<file path="config.mk">
export PLATFORM = sky130hd
export DESIGN_NAME = mem_chain_init_seq
export DESIGN_NICKNAME = d
export VERILOG_FILES = /design/src/rtl/mem_chain_init_seq.sv
export SDC_FILE = /design/constraint.sdc
export NUM_CORES = 1
export LEC_CHECK = 0
export ABC_AREA = 1
export BUFFER_PORTS_ARGS = -buffer_cell sky130_fd_sc_hd__buf_4
export CAP_MARGIN = 25
export CORE_AREA = 2 2 128 130
export DETAILED_ROUTE_END_ITERATION = 8
export DIE_AREA = 0 0 130 132
export PLACE_DENSITY_LB_ADDON = 0.15
export RECOVER_POWER = 25
export SLEW_MARGIN = 30
export SYNTH_ARGS = -nofsm -noshare
export SYNTH_HDL_FRONTEND = slang
export SYNTH_SLANG_ARGS = --single-unit
export TNS_END_PERCENT = 50
</file>
<file path="constraint.sdc">
create_clock -name clk -period 6.9 [get_ports clk]
set_input_delay 0.345 -clock clk [delete_from_list [all_inputs] [get_ports clk]]
set_output_delay 0.345 -clock clk [all_outputs]
set_load 0.01 [all_outputs]
</file>
<file path="src/rtl/mem_chain_init_seq.sv">
module mem_chain_init_seq #(
  parameter int ADDR_W = 5,
  parameter int REG_W = 12,
  parameter int DATA_W = 16,
  parameter int MAX_DEV = 32,
  parameter int PS_W = 22,
  parameter int PS_SHIFT = 6,
  parameter logic [ADDR_W-1:0] DFLT_ADDR = 5'd31,
  parameter logic [REG_W-1:0] REG_GUARD = 12'h0E0,
  parameter logic [REG_W-1:0] REG_PERIOD = 12'h0E1,
  parameter logic [REG_W-1:0] REG_CHAIN_ID = 12'h010,
  parameter logic [REG_W-1:0] REG_MEM_ID = 12'h011,
  parameter logic [REG_W-1:0] REG_PX_A = 12'h020,
  parameter logic [REG_W-1:0] REG_PX_B = 12'h021,
  parameter logic [REG_W-1:0] REG_NAPX = 12'h022,
  parameter logic [REG_W-1:0] REG_RLAT_A = 12'h030,
  parameter logic [REG_W-1:0] REG_RLAT_B = 12'h031,
  parameter logic [REG_W-1:0] REG_ROWCOL = 12'h032,
  localparam int CNT_W = $clog2(MAX_DEV + 1)
) (
  input  logic                      clk,
  input  logic                      rst_n,
  input  logic                      start,
  input  logic [CNT_W-1:0]          dev_count,
  input  logic [PS_W-1:0]           per_ps,
  input  logic [MAX_DEV*ADDR_W-1:0] devid_map,
  input  logic [DATA_W-1:0]         pwr_exit_a,
  input  logic [DATA_W-1:0]         pwr_exit_b,
  input  logic [DATA_W-1:0]         nap_exit,
  input  logic [DATA_W-1:0]         rdlat_a,
  input  logic [DATA_W-1:0]         rdlat_b,
  input  logic [DATA_W-1:0]         row_col,
  input  logic                      req_ready,
  output logic                      req_valid,
  output logic [1:0]                req_op,
  output logic                      req_bcast,
  output logic [ADDR_W-1:0]         req_addr,
  output logic [REG_W-1:0]          req_reg,
  output logic [DATA_W-1:0]         req_data,
  output logic                      done
);

  typedef enum logic [3:0] {
    S_IDLE, S_SRST, S_GUARD, S_PERIOD, S_CHAIN, S_MEMID,
    S_PXA, S_PXB, S_NAPX, S_RLA, S_RLB, S_ROWCOL,
    S_SET, S_CLR, S_DONE
  } st_t;

  st_t st, nst;
  logic [ADDR_W-1:0] dev, ndev;
  logic [CNT_W-1:0] n_dev;

  wire idle_like = (st == S_IDLE) || (st == S_DONE);
  wire take = req_valid && req_ready;
  wire dev_last = (CNT_W'(dev) + CNT_W'(1)) == n_dev;
  wire [CNT_W-1:0] n_clamped = (dev_count > CNT_W'(MAX_DEV)) ? CNT_W'(MAX_DEV) : dev_count;

  always_comb begin
    nst = st;
    ndev = dev;
    case (st)
      S_IDLE, S_DONE: if (start) begin nst = S_SRST; ndev = '0; end
      S_SRST:   if (take) nst = S_GUARD;
      S_GUARD:  if (take) nst = S_PERIOD;
      S_PERIOD: if (take) nst = (n_dev == '0) ? S_DONE : S_CHAIN;
      S_SET:    if (take) nst = S_CLR;
      S_CLR: if (take) begin
        if (dev_last) nst = S_DONE;
        else begin nst = S_SET; ndev = dev + 1'b1; end
      end
      default: if (take) begin
        if (dev_last) begin nst = st_t'(st + 4'd1); ndev = '0; end
        else ndev = dev + 1'b1;
      end
    endcase
  end

  always_ff @(posedge clk) begin
    if (!rst_n) begin
      st <= S_IDLE;
      dev <= '0;
      n_dev <= '0;
    end else begin
      st <= nst;
      dev <= ndev;
      if (idle_like && start) n_dev <= n_clamped;
    end
  end

  assign req_valid = !idle_like;
  assign done = (st == S_DONE);
  assign req_bcast = (st == S_SRST) || (st == S_GUARD) || (st == S_PERIOD);
  assign req_op = (st == S_SRST) ? 2'd1 :
                  (st == S_SET)  ? 2'd2 :
                  (st == S_CLR)  ? 2'd3 : 2'd0;
  assign req_addr = req_bcast ? '0 : (st == S_CHAIN) ? DFLT_ADDR : dev;

  always_comb begin
    case (st)
      S_GUARD:  req_reg = REG_GUARD;
      S_PERIOD: req_reg = REG_PERIOD;
      S_CHAIN:  req_reg = REG_CHAIN_ID;
      S_MEMID:  req_reg = REG_MEM_ID;
      S_PXA:    req_reg = REG_PX_A;
      S_PXB:    req_reg = REG_PX_B;
      S_NAPX:   req_reg = REG_NAPX;
      S_RLA:    req_reg = REG_RLAT_A;
      S_RLB:    req_reg = REG_RLAT_B;
      S_ROWCOL: req_reg = REG_ROWCOL;
      default:  req_reg = '0;
    endcase
  end

  always_comb begin
    case (st)
      S_PERIOD: req_data = DATA_W'(per_ps >> PS_SHIFT);
      S_CHAIN:  req_data = DATA_W'(dev);
      S_MEMID:  req_data = DATA_W'(devid_map[dev*ADDR_W +: ADDR_W]);
      S_PXA:    req_data = pwr_exit_a;
      S_PXB:    req_data = pwr_exit_b;
      S_NAPX:   req_data = nap_exit;
      S_RLA:    req_data = rdlat_a;
      S_RLB:    req_data = rdlat_b;
      S_ROWCOL: req_data = row_col;
      default:  req_data = '0;
    endcase
  end

endmodule

</file>
==> results of run 1 <==
## logic make-up (layout without fill, tap and decap cells)
family | count (synthesis) | after routing | synth area share, %
compound gates | 211 | 211 | 36.3
xor+xnor | 2 | 2 | 0.488
fa+ha+maj | 8 | 8 | 2.79
buf+inv | 86 | 365 | 10.1
flops | 20 | 20 | 11.1
mux | 4 | 4 | 1.12
other cells | 1 | 6 | 0.104
simple gates | 315 | 315 | 37.9
## layer usage
layer	up-vias	global-route usage [%]	wire, um
met5	-	0	0
li1	2806	-	-
met3	33	3.21	1220
met4	0	5.44	454
met2	190	36.6	9550
met1	2439	26.6	7990
## synth_stat cells, drive strengths merged
cell type  number
a2111oi         4
a211oi          1
a21oi          21
a221oi         13
a22o           10
a22oi           1
buf            15
clkbuf         34
clkinv          1
conb            1
dfxtp          20
ha              8
inv            36
mux2i           4
nand2         141
nand3          21
nand3b          1
nand4          18
nor2          131
nor3            1
o211ai          6
o21a            4
o21ai         104
o221ai          4
o22ai          43
or2             2
xor2            2
## metrics by stage
stage	instances	power (mW)	setup slack [ps]	util, %
CTS	1147	1.58	3770	39.3
detailed placement	1143	1.44	3780	38.8
finish	1147	1.54	3800	39.0
global route	1147	1.69	3480	39.0
global placement	1143	1.44	3770	38.8
floorplan	652	0.999	4670	-
## area by class of cell
type,count,area share (%)
Multi-Input combinational cell,546,46.0
Timing Repair Buffer,324,39.3
Sequential cell,20,6.56
Tap cell,216,4.42
Inverter,37,2.31
Clock buffer,4,1.45
## power groups by stage
stage / logic, mW / registers, mW / clock network (mW)
2_1_floorplan: 0.825 / 0.174 / 0
3_3_place_gp: 1.25 / 0.194 / 0
3_5_place_dp: 1.24 / 0.194 / 0
4_1_cts: 1.25 / 0.192 / 0.136
5_1_grt: 1.35 / 0.197 / 0.141
6_report: 1.22 / 0.191 / 0.133
## cell usage in the layout (no fill, tap or decap), types with 4 or more instances in the layout
cell	Yosys	final
o22ai_1	42	43
inv_1	28	28
nor2_1	125	125
o21ai_0	98	99
o21a_1	4	4
nand2_4	5	4
conb_1	1	6
mux2i_1	4	4
nor2_2	5	5
a21oi_1	20	20
nand4_1	18	18
buf_4	8	317
o221ai_1	4	4
a2111oi_0	4	4
o211ai_1	6	6
nand3_1	18	18
inv_2	7	7
dfxtp_1	20	19
clkbuf_1	34	7
a22o_1	10	10
a221oi_1	13	13
nand2_2	7	7
nand2_1	129	130
ha_1	8	8
## how the worst min path moves through the flow
stage                                        to  slack (ps)  cells past startpoint                  start
final                     n_dev[1]$_SDFFE_PN0P_         320                      3           dev_count[1]
after global routing      n_dev[0]$_SDFFE_PN0P_         350                      3           dev_count[0]
after CTS                 n_dev[1]$_SDFFE_PN0P_         320                      3           dev_count[1]
after detailed placement  n_dev[0]$_SDFFE_PN0P_         490                      2  n_dev[0]$_SDFFE_PN0P_
after global placement    n_dev[2]$_SDFFE_PN0P_         490                      2  n_dev[2]$_SDFFE_PN0P_
after floorplan           n_dev[2]$_SDFFE_PN0P_         470                      2  n_dev[2]$_SDFFE_PN0P_
## worst max-delay path, delay by kind of cell (launching register included)
| family | cells | cell delay [ps] |
|---|---|---|
| simple gates | 13 | 1250 |
| flops | 1 | 930 |
| buf+inv | 4 | 640 |
| fa+ha+maj | 1 | 170 |
==> impl_metrics.yaml, run 1 <==
timing:
  slew_headroom_pct: 37.0
  finalHoldViolations: 0
  tns_ps: 0
  min_period_ps: 3100
  finalClockSkew_ps: 1.41
  rsz0062_at_grt: "false"
  fin_crit_sh_pct: 44.9
  fmax_mhz: 322
  setup-violations-final: 0
  drv_slew: 0
  timing.hold.ws_ps: 323
  tightestPinTransition_ps: 943
synth:
  syn_area_mm2: 0.00359
  syn_area_per_cell_um2: 5.55
  synthTopCellsByArea: "o21ai_0, nand2_1, nor2_1, dfxtp_1, o22ai_1"
  synth-warning-count: 0
  synth.largest_area_cell: "o21ai_0"
  syn_inst: 647
  ys_ff_latch: 20
  netlist.area_leader.share_pct: 13.7
  yosysSeqAreaShare_pct: 11.1
  ys_types: 42
cells_and_area:
  regArea_um2: 402
  finalInstanceArea_mm2: 0.00612
  area_delta_synth_final_pct: 70.5
  nets: 1228
  multi_input_area_mm2: 0.00281
  largest_reg_flops: 6
  drive_above_1_share_pct: 38.1
  fillers: 1799
  n_antenna_cell: 0
clock_network:
  htree_num_levels: 1
  clkTransAtPathRegs_ps: 60
  holdBufCountCts: 0
  root_buffer: "clkbuf_16"
  worstSkewPairLatency_ps: 260
  cts-buffers-inserted: 3
  post_cts_resized: 0
  numClockSinks: 20
  cts_tree: "yes"
  cts_setup_buffers: 0
  cts_buffer_depth: 2
power:
  clock_power_share_pct: 8.6
  p_switching_uw: 823
  comb_power_share_pct: 79.0
  internal_power_uw: 718
  vdd_drop_max_mv: 0.187
  switching_share_pct: 53.4
  pwr-share-seq_pct: 12.4
  power_density_mw_per_mm2: 252
  p_leak_nw: 2.96
min_path:
  hp-class: "input port to flip-flop"
routing:
  drc: 0
  first_pass_iters: 4
  finalWirelength_mm: 19.2
  wl_per_cell_um: 16.8
  drt-initial-drc-count: 442
  detail-route-antenna-nets: 0
  vias_per_cell: 4.77
  dr_total_vias: 5468
global_route:
  grt_pass1_vias: 5268
  grtUsageTotal_pct: 20.9
  grt_max_degree: 85
  grt_antenna_before_repair: 0
  grt_overflow: 0
  grt_pass1_wl_mm: 28.7
die:
  die-area_mm2: 0.0172
  ios: 326
  initial_utilization_pct: 22.9
  rows: 46
  coreArea_mm2: 0.0157
  die_w_um: 130
  die_h_um: 132
worst_setup_path:
  reg2reg_slack_ps: 3800
  max_stage_delay_ps: 930
  cp-end-kind: "flip-flop"
  critPathKind: "flip-flop to flip-flop"
  r2r_start: "dev[2]$_SDFFE_PN0P_"
  r2r_end: "req_reg[0]$_DFF_P_"
  reg2reg_depth: 18
  cp_data_arrival_time_ps: 3250
  path_cells: "inv_2, nand2_1, nand2_1, nand2_1, nand3_1, nor2_1, nand3_2, nand2_2, nand2_4, inv_1, nand2_1, nand2_2, inv_1, ha_1, inv_1, nand2_1, nand3_1, nand2_1"
  endpoint: "req_reg[0]$_DFF_P_"
  critPathSlowestCell: "dfxtp_1"
  crit_top_cell: "nand2_1"
  required_ps: 7050
  cp_max_fo: 26
  cp-start-kind: "flip-flop"
  critical_path.startpoint: "dev[2]$_SDFFE_PN0P_"
placed_design:
  gp_congestion: 0.825
  port_buffers: 313
  dpl_cell_area_mm2: 0.00609
  hpwl_mm: 15.0
outcome:
  status: "complete, no violations"
job:
  maxCapViolations: 0
(Power assumes the default switching activity.)
==> run 2, diff against run 1 <==
==> constraint.sdc (replaced) <==
create_clock -name clk -period 2.6 [get_ports clk]
set_input_delay 0.13 -clock clk [delete_from_list [all_inputs] [get_ports clk]]
set_output_delay 0.13 -clock clk [all_outputs]
set_load 0.01 [all_outputs]
==> run 2 against run 1 <==
  * Flip-flop and latch count stayed put
  * Non-clock buffer count is 16 higher
  * Clock power grew to 2.6 times the previous value
  * Critical path depth is 9 lower
  * Sequential power is 150% higher
  * Cell area is 3.5% higher
  * Total power grew to 2.8 times the previous value
  * Cell count is 1.4% higher
  * Combinational power grew to 2.8 times the previous value
  * Sequential share of layout area is 0.22 points lower
  * Routed wire length is 0.12% higher
  * Critical path type is now flip-flop to output port
  * Die area stayed put
==> impl_metrics.yaml, run 2 (synthesis results as in run 1) <==
cells_and_area:
  n_antenna_cell: 0
  final_cell_mix: "buf_4, nand2_1, nor2_1"
  regArea_um2: 402
  area_delta_synth_final_pct: 76.4
  layout.cells.non_filler: 1163
  final_common_cell: "buf_4"
  final_util_pct: 40.3
  largest_reg_flops: 6
  drive_above_1_share_pct: 40.3
  fillers: 1737
  multi_input_area_mm2: 0.00289
  nets: 1244
job:
  maxCapViolations: 0
placed_design:
  dp_cells: 1159
  place_ws_ps: 145
  gp_congestion: 0.858
  port_buffers: 313
  hpwl_mm: 15.7
global_route:
  grt_antenna_before_repair: 0
  grt_pass1_vias: 5385
  grt_pass1_wl_mm: 29.0
  grtUsageTotal_pct: 21.0
  grt_max_degree: 77
  grt_overflow: 0
timing:
  finalHoldViolations: 0
  rsz0062_at_grt: "true"
  timing.hold.ws_ps: 108
  tightestPinTransition_ps: 591
  fmax_mhz: 409
  setup_ws_ps: 153
  drv_slew: 0
  fin_crit_sh_pct: 94.1
  finalClockSkew_ps: 2.77
  slew_headroom_pct: 60.4
  setup-violations-final: 0
  min_period_ps: 2450
power:
  p_leak_nw: 3.07
  power_density_mw_per_mm2: 675
  p_total_mw: 4.28
  vdd_drop_max_mv: 0.585
clock_network:
  clkTransAtPathRegs_ps: 60
  cts_tree: "yes"
  post_cts_resized: 3
  worstSkewPairLatency_ps: 250
  root_buffer: "clkbuf_16"
  cts_setup_buffers: 0
  cts-buffers-inserted: 3
  holdBufCountCts: 0
  cts_buffer_depth: 2
  htree_num_levels: 1
  numClockSinks: 20
die:
  die_w_um: 130
  die_h_um: 132
  ios: 326
  die-area_mm2: 0.0172
  coreArea_mm2: 0.0157
  rows: 46
  initial_utilization_pct: 22.9
worst_setup_path:
  cp_top_family: "buffers and inverters"
  critPathKind: "flip-flop to output port"
  cp-end-kind: "output port"
  required_ps: 2470
  cp_max_fo: 10
  crit_buf_inv: 5
  crit_top_cell: "buf_4"
  max_stage_delay_ps: 400
  path_cells: "inv_1, ha_1, inv_1, nor2_1, buf_4, a2111oi_0, buf_4, o21ai_0, buf_4"
  critPathSlowestCell: "a2111oi_0"
  cp_data_arrival_time_ps: 2320
  cp-start-kind: "flip-flop"
  reg2reg_slack_ps: 220
routing:
  vias_per_cell: 4.77
  wl_per_cell_um: 16.5
  dr_total_vias: 5546
  detail-route-antenna-nets: 0
  finalWirelength_mm: 19.2
  first_pass_iters: 5
  drc: 0
  drt-initial-drc-count: 292
min_path:
  hp-class: "input port to flip-flop"
outcome:
  status: "complete, no violations"
[run 2: cell types whose count changed in the layout (fill, tap and decap cells not counted), sizes merged]
cell / change
clkbuf: -1
buf: +17
[run 2: cell type report]
cell class                      instances  area share [%]
Multi-Input combinational cell        546            45.6
Timing Repair Buffer                  340            40.2
Sequential cell                        20            6.34
Tap cell                              216            4.27
Inverter                               37            2.23
Clock buffer                            4            1.40
[run 2: path summary, 6_finish.rpt]
kind	endpoint	cells after the start	start
worst max register to register	req_reg[0]$_DFF_P_	17	st[1]$_SDFFE_PN0N_
worst min-delay path	n_dev[1]$_SDFFE_PN0P_	3	dev_count[1]
worst max-delay path	req_data[2]	9	st[1]$_SDFFE_PN0N_
worst min register to register	n_dev[2]$_SDFFE_PN0P_	2	n_dev[2]$_SDFFE_PN0P_
[run 2: stage by stage]
stage          cell area, um2  TNS, ps
3_5_place_dp             6220        0
5_1_grt                  6330     -152
4_1_cts                  6320        0
6_report                 6330        0
2_1_floorplan            3610        0
3_3_place_gp             6220        0
[run 2: power by group]
| part | internal (mW) | leakage (nW) | switching [mW] | total (mW) |
|---|---|---|---|---|
| logic | 1.42 | 2.86 | 2.03 | 3.45 |
| clock network | 0.235 | 0.0442 | 0.117 | 0.352 |
| registers | 0.393 | 0.164 | 0.0838 | 0.477 |
[run 2: worst reg2reg max path, cell delays in order, from the launching register on]
cell and delay [ps]:
dfxtp_1 380, inv_1 100, ha_1 230, inv_1 160, nor2_2 90, nor2_4 140, nand3_4 130, nor2_2 200
nand2_4 90, nand2_4 80, a21oi_1 70, nand2_2 160, inv_1 80, ha_1 180, inv_1 50, nand2_1 40
nand3_1 70, nand2_1 50
[run 2: routing by layer]
layer	global-route usage, %	up-vias	wire [um]
met5	0	-	0
met4	3.64	0	275
met3	1.83	17	1050
met2	37.9	169	9730
met1	27.2	2520	8180
li1	-	2840	-
